[config.mk]
export PLATFORM = sky130hd
export DESIGN_NAME = irq_ctrl_top
export DESIGN_NICKNAME = d
export VERILOG_FILES = /design/src/rtl/irq_pkg.sv /design/src/rtl/irq_bus_dec.sv /design/src/rtl/irq_state.sv /design/src/rtl/irq_prio_enc.sv /design/src/rtl/irq_ctrl_top.sv
export SDC_FILE = /design/constraint.sdc
export NUM_CORES = 1
export LEC_CHECK = 0
export CAP_MARGIN = 20
export CORE_UTILIZATION = 45
export CTS_CLUSTER_SIZE = 25
export DETAILED_ROUTE_END_ITERATION = 7
export DONT_BUFFER_PORTS = 1
export MAX_ROUTING_LAYER = met4
export PLACE_DENSITY_LB_ADDON = 0.25
export SYNTH_ARGS = -nofsm -noshare
export SYNTH_HDL_FRONTEND = slang
export SYNTH_SLANG_ARGS = --single-unit
[constraint.sdc]
create_clock -name clk -period 1.4 [get_ports clk]
set_input_delay 0.14 -clock clk [delete_from_list [all_inputs] [get_ports clk]]
set_output_delay 0.14 -clock clk [all_outputs]
set_load 0.005 [all_outputs]
[src/rtl/irq_pkg.sv]
package irq_pkg;

    typedef enum logic [2:0] {
        SEL_NONE,
        SEL_PEND,
        SEL_MASK,
        SEL_CLR,
        SEL_FORCE
    } reg_sel_e;

endpackage

[src/rtl/irq_bus_dec.sv]
module irq_bus_dec
    import irq_pkg::*;
#(
    parameter int                ADDR_W    = 8,
    parameter logic [ADDR_W-1:0] OFF_PEND  = 8'h48,
    parameter logic [ADDR_W-1:0] OFF_MASK  = 8'h4C,
    parameter logic [ADDR_W-1:0] OFF_CLR   = 8'h50,
    parameter logic [ADDR_W-1:0] OFF_FORCE = 8'h54
) (
    input  logic [ADDR_W-1:0] addr,
    output reg_sel_e          sel
);

    always_comb begin
        if (addr == OFF_PEND)       sel = SEL_PEND;
        else if (addr == OFF_MASK)  sel = SEL_MASK;
        else if (addr == OFF_CLR)   sel = SEL_CLR;
        else if (addr == OFF_FORCE) sel = SEL_FORCE;
        else                        sel = SEL_NONE;
    end

endmodule

[src/rtl/irq_state.sv]
module irq_state
    import irq_pkg::*;
#(
    parameter int NL = 15,
    parameter int LW = 4
) (
    input  logic          clk,
    input  logic          rst_n,
    input  reg_sel_e      sel,
    input  logic          we,
    input  logic [NL:0]   wdata,
    input  logic [NL:0]   src,
    input  logic          ack,
    input  logic [LW-1:0] ack_lvl,
    output logic [NL:0]   pend_q,
    output logic [NL:0]   mask_q,
    output logic [NL:0]   force_q
);

    // bit 0 carries no line
    localparam logic [NL:0] LINES = {{NL{1'b1}}, 1'b0};

    typedef struct packed {
        logic [NL:0] pend;
        logic [NL:0] mask;
        logic [NL:0] frc;
    } st_t;

    st_t         st_d, st_q;
    logic [NL:0] ack_vec;
    logic [NL:0] clr_vec;

    always_comb begin
        ack_vec = ack ? ({{NL{1'b0}}, 1'b1} << ack_lvl) : '0;
        clr_vec = (we && sel == SEL_CLR) ? wdata : '0;
        st_d    = st_q;
        // new pulses are ORed in after removal, so a same-cycle pulse wins
        st_d.pend = ((st_q.pend & ~clr_vec & ~ack_vec) | src) & LINES;
        if (we && sel == SEL_MASK)  st_d.mask = wdata & LINES;
        if (we && sel == SEL_FORCE) st_d.frc  = wdata & LINES;
    end

    always_ff @(posedge clk) begin
        if (!rst_n) begin
            st_q.pend <= '0;
            st_q.mask <= LINES;
            st_q.frc  <= '0;
        end else begin
            st_q <= st_d;
        end
    end

    assign pend_q  = st_q.pend;
    assign mask_q  = st_q.mask;
    assign force_q = st_q.frc;

endmodule

[src/rtl/irq_prio_enc.sv]
module irq_prio_enc #(
    parameter int NL = 15,
    parameter int LW = 4
) (
    input  logic [NL:0]   req,
    output logic [LW-1:0] level
);

    // later (higher) lines overwrite earlier ones
    always_comb begin
        level = '0;
        for (int i = 0; i <= NL; i++) begin
            if (req[i]) level = LW'(i);
        end
    end

endmodule

[src/rtl/irq_ctrl_top.sv]
module irq_ctrl_top
    import irq_pkg::*;
#(
    parameter int                NL        = 15,
    parameter int                ADDR_W    = 8,
    parameter logic [ADDR_W-1:0] OFF_PEND  = 8'h48,
    parameter logic [ADDR_W-1:0] OFF_MASK  = 8'h4C,
    parameter logic [ADDR_W-1:0] OFF_CLR   = 8'h50,
    parameter logic [ADDR_W-1:0] OFF_FORCE = 8'h54,
    localparam int               LW        = $clog2(NL + 1)
) (
    input  logic              clk,
    input  logic              rst_n,
    input  logic [ADDR_W-1:0] bus_addr,
    input  logic              bus_we,
    input  logic [NL:0]       bus_wdata,
    output logic [NL:0]       bus_rdata,
    input  logic [NL:0]       src_pulse,
    input  logic              irq_ack,
    input  logic [LW-1:0]     ack_level,
    output logic [LW-1:0]     irq_level
);

    reg_sel_e    sel;
    logic [NL:0] pend_q;
    logic [NL:0] mask_q;
    logic [NL:0] force_q;
    logic [NL:0] active;

    irq_bus_dec #(
        .ADDR_W   (ADDR_W),
        .OFF_PEND (OFF_PEND),
        .OFF_MASK (OFF_MASK),
        .OFF_CLR  (OFF_CLR),
        .OFF_FORCE(OFF_FORCE)
    ) u_dec (
        .addr(bus_addr),
        .sel (sel)
    );

    irq_state #(
        .NL(NL),
        .LW(LW)
    ) u_state (
        .clk    (clk),
        .rst_n  (rst_n),
        .sel    (sel),
        .we     (bus_we),
        .wdata  (bus_wdata),
        .src    (src_pulse),
        .ack    (irq_ack),
        .ack_lvl(ack_level),
        .pend_q (pend_q),
        .mask_q (mask_q),
        .force_q(force_q)
    );

    assign active = (pend_q | force_q) & ~mask_q;

    irq_prio_enc #(
        .NL(NL),
        .LW(LW)
    ) u_enc (
        .req  (active),
        .level(irq_level)
    );

    always_comb begin
        unique case (sel)
            SEL_PEND:  bus_rdata = pend_q;
            SEL_MASK:  bus_rdata = mask_q;
            SEL_FORCE: bus_rdata = force_q;
            default:   bus_rdata = '0;
        endcase
    end

endmodule

# After elaboration in Yosys (flattened, before gate mapping)
# Index checks and enable logic that the tools add are counted.
totals:
  reg_bits: 46
  latchBits: 0
  ramBits: 0
  mem_bits_ro: 0
  input_bits: 48
  out_inout_bits: 20
  elab_cells: 46
  memories: 0
op_classes:
  n_addsub: 0
  mul: 0
  div_mod_pow: 0
  magnitude_cmp: 0
  n_eq_ne: 8
  shift: 1
  n_mux: 22
  n_bitwise: 8
  n_reduce_logical: 3
ops:
  columns: ["cell", "count"]
  rows:
  - ["$and 16x16->16", 3]
  - ["$not 16->16", 3]
  - ["$pmux 16 s3", 1]
  - ["$eq 8x7->1 const B", 4]
  - ["$mux 16", 2]
  - ["$mux 4", 8]
  - ["$or 16x16->16", 2]
  - ["$mux 3", 8]
  - ["$shl 1x4->16 const A", 1]
  - ["$eq 3x2->1 const B", 2]
  - ["$mux 2", 2]
  - ["$eq 3x1->1 const B", 1]
  - ["$eq 3x3->1 const B", 1]
  - ["$logic_and 1x1->1", 3]
  - ["$mux 1", 1]

# Longest topological paths before layout
# Gate-level depths: netlist of the first run.
logic_depth:
  ltp_word: 17
  depth_mapped: 6
  mapped_depth_nobuf: 4

# Hierarchy
# A second synthesis of the first run with hierarchy kept.
unflattened:
  hier_cells: 346
  hier_area_um2: 2742.6
by_module_without_submodules:
  columns: ["module", "n_inst", "cells_each", "area_each_um2", "seq_area_each_um2"]
  rows:
  - ["irq_state", 1, 223, 1861.8, 900.9]
  - ["irq_ctrl_top", 1, 90, 668.1, 0.0]
  - ["irq_prio_enc", 1, 25, 141.4, 0.0]
  - ["irq_bus_dec", 1, 8, 71.3, 0.0]

# Worst setup path before layout of the first run
# Ideal clock, no wire load.
synth_path:
  kind: "reg2out"
  startpoint: "register u_state.st_q, in the netlist u_state.force_q[2]"
  endpoint: "output irq_level[0]"
  arrival_time_ns: 1.109
  t_required_ns: 1.260
  slack_ns: 0.151
  path_stages_with_launch: 5
  cell_sequence: "dfxtp_1 -> o21ba_2 -> o311ai_0 -> a31oi_1 -> o211ai_1"
synth_between:
  elab_chain_cells: 16
synth_lines:
  columns: ["item", "line_no", "text"]
  rows:
  - ["from (decl)", "irq_state.sv:29", "st_t st_d, st_q;"]
  - ["from (signal assigned)", "irq_state.sv:49", "st_q <= st_d;"]
  - ["$or 16x16->16", "irq_ctrl_top.sv:58", "assign active = (pend_q | force_q) & ~mask_q;"]
  - ["$and 16x16->16", "irq_ctrl_top.sv:58", null]
  - ["$mux 2 (2 in series)", "irq_prio_enc.sv:13", "if (req[i]) level = LW'(i);"]
  - ["$mux 3 (4 in series)", "irq_prio_enc.sv:13", null]
  - ["$mux 4 (8 in series)", "irq_prio_enc.sv:13", null]
  - ["to (decl)", "irq_ctrl_top.sv:21", "output logic [LW-1:0] irq_level"]
# Every way passes these cells.

# Worst setup path in the final report of the first run
layout_path:
  startpoint: "register u_state.st_q, in the netlist u_state.pend_q[2]"
  endpoint: "output irq_level[0]"
# The elaborated chain is that of the path after synthesis.

==> impl_metrics.toml, run 1 <==
[setup_path]
reg2reg_to = "u_state.mask_q[9]$_SDFFE_PN1P_"
critPathKind = "register to output pin"
cp-startpoint = "u_state.pend_q[2]$_SDFF_PN0_"
reg2reg_depth = 3
path_max_fanout = 2
crit_path_end = "irq_level[0]"
r2r-start = "u_state.mask_q[9]$_SDFFE_PN1P_"
cp.required_ns = 1.26
cp.arrival_ns = 1.43
end_kind = "output pin"
worst_setup_path_start_kind = "register"
r2r_slack_ns = 0.22

[placed_design]
routabilityCongestion = 0.870
place_area_sq_um = 2420
port_buffers = 0
place_hpwl_microns = 4170

[yosys]
yosysWarnings = 0
synth_top_area_share = 0.386
synth_seq_cells = 45
synth_nets = 303
synth_flop_cell = "dfxtp_1"
async_reset_ff_frac = 0
synth_area_leader_cell = "dfxtp_1"
synth_area_leaders = "dfxtp_1 (39%), mux2i_1 (13%), a222oi_1 (6.4%), o21a_1 (4.8%), nor2b_1 (4.6%)"
syn_area_sq_um = 2330
synth-seq-area-share = 0.386
syn_inst = 255
ys_types = 38
synth-edff-count = 0
syn_area_per_cell_sq_um = 9.15
synth.most_common_cell = "dfxtp_1"
ys_top_cells_by_count = "dfxtp_1 (45), mux2i_1 (30), nand2_1 (23)"

[detailed_routing]
finalWirelength_microns = 6410
ant_nets = 0
wl_per_cell_microns = 17.7
avgViaCountPerCell = 5.82
drtPass1Iterations = 6
first_iter_violations = 194
vias = 2112
drc = 0

[sta]
hold_slack_ns = 0.0105
setup_ws_ns = -0.169
skew_ns = 0
grt_setup_unrepaired = "true"
setup_viol = 3
drv_slew = 0
fmax_mhz = 637
hold_viol_final = 0
period_share = 1.12
period_needed_ns = 1.57

[floorplanning]
io_pins = 68
fp.dieH_microns = 74.0
core_area_sq_um = 4850
die_width_microns = 74.0
num_rows = 25
initial_utilization = 0.481
dieArea_sq_um = 5470

[layout]
fin_area_sq_um = 3010
drive_gt1_frac = 0.193
antennaDiodeCount = 0
nets = 344
nFillCells = 437
area_growth_pct = 29.1

[clock_tree]
clkTransAtPathRegs_ns = 0.08
h-tree-depth = 2
cts_sinks = 45
cts_tree = "built"
clkLatencyLatePin_ns = 0.29
cts_root_buffer = "clkbuf_8"
max-clock-path-buffers = 2
numCtsBuffers = 5

[global_route]
grt_max_degree = 46
overflow = 0
antenna_found_initial = 0
grt_pass1_vias = 2147
grt_pass1_wl_microns = 10200
track_usage = 0.255

[run_status]
violations = "setup timing"
status = "complete, but fails checks"

[power_and_ir_drop]
combPwrFrac = 0.090
switching_power_w = 0.000525
intPower_w = 0.00183
leakage_nw = 1.45
p_sw_frac = 0.223
ir_drop_mv = 0.555
seq_power_share = 0.571
powerDensity_nw_per_um2 = 782
p_clk_frac = 0.339

[hold_path]
hold_path_class = "input port to register"
hold_start = "bus_wdata[13]"

[flow_run]
drv_cap = 0
-- repair_timing --
action	4_1_cts	5_1_grt
pin swaps	13	8
hold buffers	31	0
resized for setup	21	17
hold endpoints to repair	45	0
setup buffers	3	5
endpoints found under the setup margin	19	17
-- critical path, stage by stage, from the launching register on --
cell      delay (ns)
dfxtp_2         0.33
o21ba_4         0.22
o311ai_4        0.20
a31oi_1         0.13
o211ai_1        0.25
-- logic make-up after synthesis --
kind of cell	synth area share
compound gates	0.256
simple gates	0.159
flops	0.386
buf+inv	0.0681
mux	0.129
other cells	0.00161
-- power by group through the flow --
| stage | Sequential (W) | Combinational (W) | Clock (W) |
|---|---|---|---|
| after floorplan | 0.00136 | 0.000105 | 0 |
| after global placement | 0.00136 | 0.000113 | 0 |
| after detailed placement | 0.00136 | 0.000115 | 0 |
| after CTS | 0.00134 | 0.000207 | 0.000817 |
| after global routing | 0.00135 | 0.000231 | 0.000865 |
| final | 0.00134 | 0.000212 | 0.000800 |
-- placed cells by master (no fill, tap or decap), drive strengths merged --
master	count
o31ai	3
o21ba	1
o21a	15
nor3	1
nand3	4
nor2	5
clkbuf	7
o211ai	1
a222oi	15
a21o	1
nor2b	17
dfxtp	45
a31oi	2
conb	1
buf	20
o311ai	1
o21ai	13
mux2i	30
inv	15
and3	1
nand3b	2
and4	3
dlygate4sd3	30
nand4	1
or3b	1
a21oi	15
o21bai	13
nand2b	5
nor3b	1
a211o	1
and4bb	1
o2111ai	1
a311o	1
nand2	23
-- stage by stage --
step	setup slack, ns	util	TNS [ns]	total power, W	instances
2_1_floorplan	0.151	-	0	0.00146	255
3_3_place_gp	-0.0617	0.499	-0.809	0.00148	317
3_5_place_dp	-0.0674	0.499	-0.783	0.00148	317
4_1_cts	-0.199	0.602	-0.422	0.00236	358
5_1_grt	-0.206	0.621	-0.517	0.00244	363
6_report	-0.169	0.621	-0.366	0.00236	363
-- per-layer routing --
| layer | up-vias | GRT usage | wire [microns] |
|---|---|---|---|
| met5 | - | - | 0 |
| met4 | 0 | 0.0919 | 101 |
| met3 | 11 | 0.0420 | 475 |
| met2 | 82 | 0.419 | 3120 |
| met1 | 1010 | 0.314 | 2710 |
| li1 | 1009 | - | - |
-- sequential cells by signal, summed over array words and instances (netlist names) --
| register | cells |
|---|---|
| u_state.force_q | 15 |
| u_state.mask_q | 15 |
| u_state.pend_q | 15 |
-- how the worst min path moves through the flow --
stage,cells after the start,slack (ns),to
final,2,0.01,u_state.force_q[13]$_SDFFE_PN0P_
after global routing,2,0.01,u_state.force_q[13]$_SDFFE_PN0P_
after CTS,2,0.01,u_state.force_q[13]$_SDFFE_PN0P_
after detailed placement,1,0.21,u_state.mask_q[4]$_SDFFE_PN1P_
after global placement,1,0.21,u_state.mask_q[5]$_SDFFE_PN1P_
after floorplan,1,0.26,u_state.pend_q[10]$_SDFF_PN0_
-- layout make-up --
cell class | count | area [sq um] | area share
clock buffers | 7 | 86.3 | 0.0287
multi-input cells | 179 | 1370 | 0.453
inverters | 15 | 56.3 | 0.0187
repair buffers | 50 | 508 | 0.169
flip-flops and latches | 45 | 912 | 0.303
well taps | 67 | 83.8 | 0.0278
No activity file was read; power rests on OpenSTA's default activity.
==> run 2, diff against run 1 <==
- CORE_ASPECT_RATIO: not set -> 1.5
- SETUP_SLACK_MARGIN: not set -> 0.2
==> run 2 against run 1 <==
Against the previous run: the run still ends with setup timing left; fmax shrank 2.8%; sequential share of layout area decreased by 1.1 points; routed wire length rose by 6.9%; critical endpoint unchanged.
==> impl_metrics.toml, run 2 (synthesized netlist as in run 1, its figures left out) <==
[sta]
period_share = 1.15
hold_viol_final = 0
final.setup.tns_ns = -0.418
fmax_mhz = 620
setup_viol = 4
setup_ws_ns = -0.214
drv_slew = 0
period_needed_ns = 1.61
skew_ns = 0
grt_setup_unrepaired = "true"

[detailed_routing]
drc = 0
finalWirelength_microns = 6860
first_iter_violations = 161
ant_nets = 0
avgViaCountPerCell = 5.91
drtPass1Iterations = 5
wl_per_cell_microns = 18.8
vias = 2152

[placed_design]
place_hpwl_microns = 4310
routabilityCongestion = 0.844
dp_slack_ns = -0.0342
port_buffers = 0

[layout]
nFillCells = 419
layout_common_cells = "mux2i_1 (30), dlygate4sd3_1 (30), dfxtp_2 (25), nand2_1 (19), dfxtp_1 (19)"
seq_area_sq_um = 936
antennaDiodeCount = 0
drive_gt1_frac = 0.279
multi_input_area_sq_um = 1440
nets = 346
area_growth_pct = 37.4

[hold_path]
hold_start = "bus_wdata[3]"
holdPathStages = 2
hold_end = "u_state.force_q[3]$_SDFFE_PN0P_"
hold_path_class = "input port to register"

[power_and_ir_drop]
powerDensity_nw_per_um2 = 747
leakage_nw = 1.48
combPwrFrac = 0.094
switching_power_w = 0.000554
p_clk_frac = 0.343
seq_power_share = 0.563
intPower_w = 0.00184
p_sw_frac = 0.232
ir_drop_mv = 0.546

[setup_path]
critPathMaxStageDelay_ns = 0.33
path_cells = "o21ba_4 -> o311ai_4 -> a31oi_1 -> o211ai_1"
reg2reg_depth = 4
r2r_slack_ns = 0.54
reg2reg_to = "u_state.pend_q[2]$_SDFF_PN0_"
critPathKind = "register to output pin"
cp.arrival_ns = 1.47
worst_setup_path_start_kind = "register"
end_kind = "output pin"
cpMaxStageDelayCell = "dfxtp_2"
cpLargestDelayFamily = "compound AO/OA/AOI/OAI gates"
critPathBufInv = 0
worst-path-stages = 4
path_max_fanout = 2
r2r-start = "u_state.pend_q[2]$_SDFF_PN0_"
cp.required_ns = 1.26

[run_status]
status = "complete, but fails checks"
violations = "setup timing"

[clock_tree]
cts_sinks = 45
h-tree-depth = 2
cts_tree = "built"
clkTransAtPathRegs_ns = 0.09
cts_root_buffer = "clkbuf_8"
max-clock-path-buffers = 2
clkLatencyLatePin_ns = 0.29
numCtsBuffers = 5

[flow_run]
drv_cap = 0

[floorplanning]
io_pins = 68
core_area_sq_um = 4890
fp.dieH_microns = 90.2
num_rows = 31
dieArea_sq_um = 5480
die_width_microns = 60.8
initial_utilization = 0.477

[global_route]
overflow = 0
antenna_found_initial = 0
grt_pass1_vias = 2252
grt_max_degree = 46
track_usage = 0.268
grt_pass1_wl_microns = 10600
## run 2: how the worst max path moves through the flow
stage / end / slack (ns) / startpoint
3_3_place_gp: bus_rdata[9] / -0.03 / bus_addr[7]
6_report: irq_level[0] / -0.21 / u_state.pend_q[2]$_SDFF_PN0_
4_1_cts: irq_level[0] / -0.20 / u_state.pend_q[2]$_SDFF_PN0_
5_1_grt: irq_level[0] / -0.26 / u_state.pend_q[2]$_SDFF_PN0_
3_5_place_dp: bus_rdata[9] / -0.03 / bus_addr[7]
2_1_floorplan: bus_rdata[12] / 0.15 / bus_addr[6]
## run 2: area by class of cell
cell class	instances	area share
Sequential cell	45	0.292
Multi-Input combinational cell	179	0.449
Inverter	15	0.0176
Tap cell	66	0.0258
Timing Repair Buffer	52	0.189
Clock buffer	7	0.0269
## run 2: through the flow
step | cells | total power (W) | hold WS [ns] | area (sq um) | utilization
after global placement | 315 | 0.00148 | 0.207 | 2440 | 0.499
after CTS | 361 | 0.00240 | 0.00449 | 3130 | 0.640
after global routing | 364 | 0.00247 | 0.0137 | 3200 | 0.656
after floorplan | 255 | 0.00146 | 0.264 | 2340 | -
after detailed placement | 315 | 0.00148 | 0.210 | 2440 | 0.499
final | 364 | 0.00239 | 0.00488 | 3200 | 0.656
## run 2: repair_timing
item	4_1_cts	5_1_grt
endpoints found under the hold margin	45	0
setup buffers	6	3
pin swaps	27	12
hold buffers	31	0
cloned	2	0
gates resized for setup	57	16
setup endpoints to repair	19	19
## run 2: routing by layer
layer  up-vias  GRT usage  share of wire
met5         -          -              0
met4         0      0.129          0.026
met3        15     0.0518          0.060
met2        85      0.440           0.52
met1      1034      0.300           0.40
li1       1018          -              -
## run 2: power groups by stage
stage	logic (W)	clock network (W)	registers, W
global placement	0.000114	0	0.00136
CTS	0.000220	0.000834	0.00134
detailed placement	0.000116	0	0.00136
global route	0.000243	0.000878	0.00135
floorplan	0.000106	0	0.00136
finish	0.000225	0.000820	0.00135
==> run 3, diff against run 2 <==
- ABC_AREA: not set -> 1
- SETUP_SLACK_MARGIN: 0.2 -> 0.1
- TNS_END_PERCENT: not set -> 50
==> run 3 against run 2 <==
Against the previous run: the run still ends with setup timing left; synthesized cell count rose by 37%; combinational power increased by 12%; hold slack gained 0.0016 ns; clock power up 46%; area after synthesis grew 1.7%; die area is 1.6% higher; via count increased by 16%; sequential cell count stayed put; global-route usage is 2.4 points higher; setup slack lost 0.044 ns; critical endpoint unchanged; non-clock buffer count did not move.
==> impl_metrics.toml, run 3 <==
[run_status]
status = "complete, but fails checks"
violations = "setup timing"

[sta]
slew_headroom = 0.289
setup_viol = 3
hold_slack_ns = 0.00646
fmax_mhz = 603
grt_setup_unrepaired = "true"
skew_ns = 0
period_needed_ns = 1.66
hold_viol_final = 0
period_share = 1.18
drv_slew = 0
worst_slew_pin_slew_ns = 1.06
setup_ws_ns = -0.258

[global_route]
grt_pass1_wl_microns = 11700
grt_pass1_vias = 2560
overflow = 0
antenna_found_initial = 0
track_usage = 0.292
grt_max_degree = 30

[clock_tree]
clkLatencyLatePin_ns = 0.30
cts_sinks = 45
numCtsBuffers = 5
max-clock-path-buffers = 2
cts_root_buffer = "clkbuf_8"
clkTransAtPathRegs_ns = 0.09
h-tree-depth = 2
cts_tree = "built"

[yosys]
syn_inst = 350
synth-seq-area-share = 0.380
ys_types = 28
synth.most_common_cell = "nand2_1"
synth_area_leaders = "dfxtp_1 (38%), nand2_1 (14%), inv_1 (10%), a21oi_1 (8.0%), o211ai_1 (5.7%)"
synth-edff-count = 0
synth_top_area_share = 0.380
synth_flop_cell = "dfxtp_1"
synth_seq_cells = 45
async_reset_ff_frac = 0
ys_top_cells_by_count = "nand2_1 (88), inv_1 (63), dfxtp_1 (45)"
synth_area_leader_cell = "dfxtp_1"
yosysWarnings = 0
synth_nets = 398
syn_area_per_cell_sq_um = 6.77
syn_area_sq_um = 2370

[floorplanning]
dieArea_sq_um = 5570
die_width_microns = 61.3
io_pins = 68
core_area_sq_um = 5120
num_rows = 32
fp.dieH_microns = 90.9
initial_utilization = 0.463

[setup_path]
end_kind = "output pin"
critPathKind = "register to output pin"
cpLargestDelayFamily = "simple AND/OR/NAND/NOR gates"
cp.arrival_ns = 1.52
crit_top_cell = "nand2_1"
reg2reg_to = "u_state.pend_q[11]$_SDFF_PN0_"
path_cells = "o21ai_2 -> nand2_1 -> nand2_1 -> nand2_1 -> nand2_1 -> nand2_1 -> nand2_1 -> nand2_1 -> nand2_1 -> nand2_1 -> nand2_1 -> nand2_1 -> nand2_1 -> nand2_1 -> nand2_2"
worst_setup_path_start_kind = "register"
r2r-start = "u_state.pend_q[11]$_SDFF_PN0_"
reg2reg_depth = 4
path_max_fanout = 2
critPathBufInv = 0
cpMaxStageDelayCell = "dfxtp_2"
critPathMaxStageDelay_ns = 0.33
cp.required_ns = 1.26
r2r_slack_ns = 0.46

[detailed_routing]
drtPass1Iterations = 5
drc = 0
finalWirelength_microns = 7190
vias = 2496
first_iter_violations = 120
wl_per_cell_microns = 15.5
avgViaCountPerCell = 5.37
ant_nets = 0

[placed_design]
dp_cells = 418
routabilityCongestion = 0.917
port_buffers = 0
place_hpwl_microns = 4890

[power_and_ir_drop]
leakage_nw = 1.34
powerDensity_nw_per_um2 = 889
ir_drop_mv = 0.657

[layout]
layout_common_cells = "nand2_1 (86), inv_1 (53), a21oi_1 (32), dfxtp_1 (32), dlygate4sd3_1 (29)"
multi_input_area_sq_um = 1260
antennaDiodeCount = 0
drive_gt1_frac = 0.202
nFillCells = 515
final_cells = 465
mostFrequentLayoutCell = "nand2_1"
seq_area_sq_um = 917
nets = 444
area_growth_pct = 32.5

[hold_path]
hold_end = "u_state.force_q[2]$_SDFFE_PN0P_"
hold_path_class = "input port to register"
holdPathStages = 2
hold_start = "bus_wdata[2]"

[flow_run]
drv_cap = 0
-- run 3: layout make-up --
class	count	area share
timing repair buffer	52	0.157
tap	68	0.0271
multi-input combinational	226	0.401
clock inverter	3	0.0219
inverter	66	0.0796
clock buffer	5	0.0219
sequential	45	0.292
-- run 3: worst max path at each step --
stage              endpoint                             from  cells past startpoint
2_1_floorplan  irq_level[0]  u_state.force_q[2]$_SDFFE_PN0P_                     15
3_3_place_gp   irq_level[0]  u_state.force_q[2]$_SDFFE_PN0P_                     15
3_5_place_dp   irq_level[0]  u_state.force_q[2]$_SDFFE_PN0P_                     15
4_1_cts        irq_level[0]     u_state.pend_q[2]$_SDFF_PN0_                     15
5_1_grt        irq_level[0]  u_state.force_q[2]$_SDFFE_PN0P_                     15
6_report       irq_level[0]  u_state.force_q[2]$_SDFFE_PN0P_                     15
-- run 3: power by group --
group	switching [W]	internal (W)	total, W	leakage [nW]
sequential	0.0000235	0.00132	0.00134	0.370
clock	0.000482	0.000719	0.00120	0.0687
combinational	0.000126	0.000126	0.000252	0.901
total	0.000632	0.00216	0.00279	1.34
-- run 3: worst register-to-register path, cell delays in order, from the launching register on --
cell     delay, ns
dfxtp_2       0.33
inv_2         0.05
buf_4         0.13
a221o_1       0.25
a21oi_1       0.11
-- run 3: timing repair --
item	CTS	global route
pin swaps	10	9
gates resized for setup	36	14
hold buffers	30	0
hold endpoints to repair	45	0
setup buffers	6	3
endpoints found under the setup margin	6	47
-- run 3: metrics by stage --
stage	power (W)	utilization	setup WS [ns]	setup TNS [ns]	area, sq um
final	0.00279	0.613	-0.258	-0.389	3140
after global placement	0.00150	0.488	-0.0145	-0.0145	2500
after CTS	0.00279	0.602	-0.247	-1.22	3080
after global routing	0.00289	0.613	-0.489	-0.892	3140
after floorplan	0.00148	-	0.144	0	2370
after detailed placement	0.00151	0.488	-0.0154	-0.0154	2500
-- run 3: kinds of logic (layout without fill, tap and decap cells) --
| group | Yosys count | in the layout | share of synthesized area |
|---|---|---|---|
| AND/OR/NAND/NOR | 136 | 136 | 0.252 |
| AO/OA/AOI/OAI | 89 | 89 | 0.229 |
| buffers and inverters | 79 | 126 | 0.137 |
| flip-flops | 45 | 45 | 0.380 |
| other | 1 | 1 | 0.00158 |
-- run 3: metal layers --
layer | up-vias | routed length, microns | global-route usage | part of all wire
met3 | 18 | 456 | 0.0501 | 0.063
li1 | 1237 | - | - | -
met1 | 1143 | 2700 | 0.305 | 0.38
met4 | 0 | 199 | 0.134 | 0.028
met2 | 98 | 3830 | 0.505 | 0.53
met5 | - | 0 | - | 0
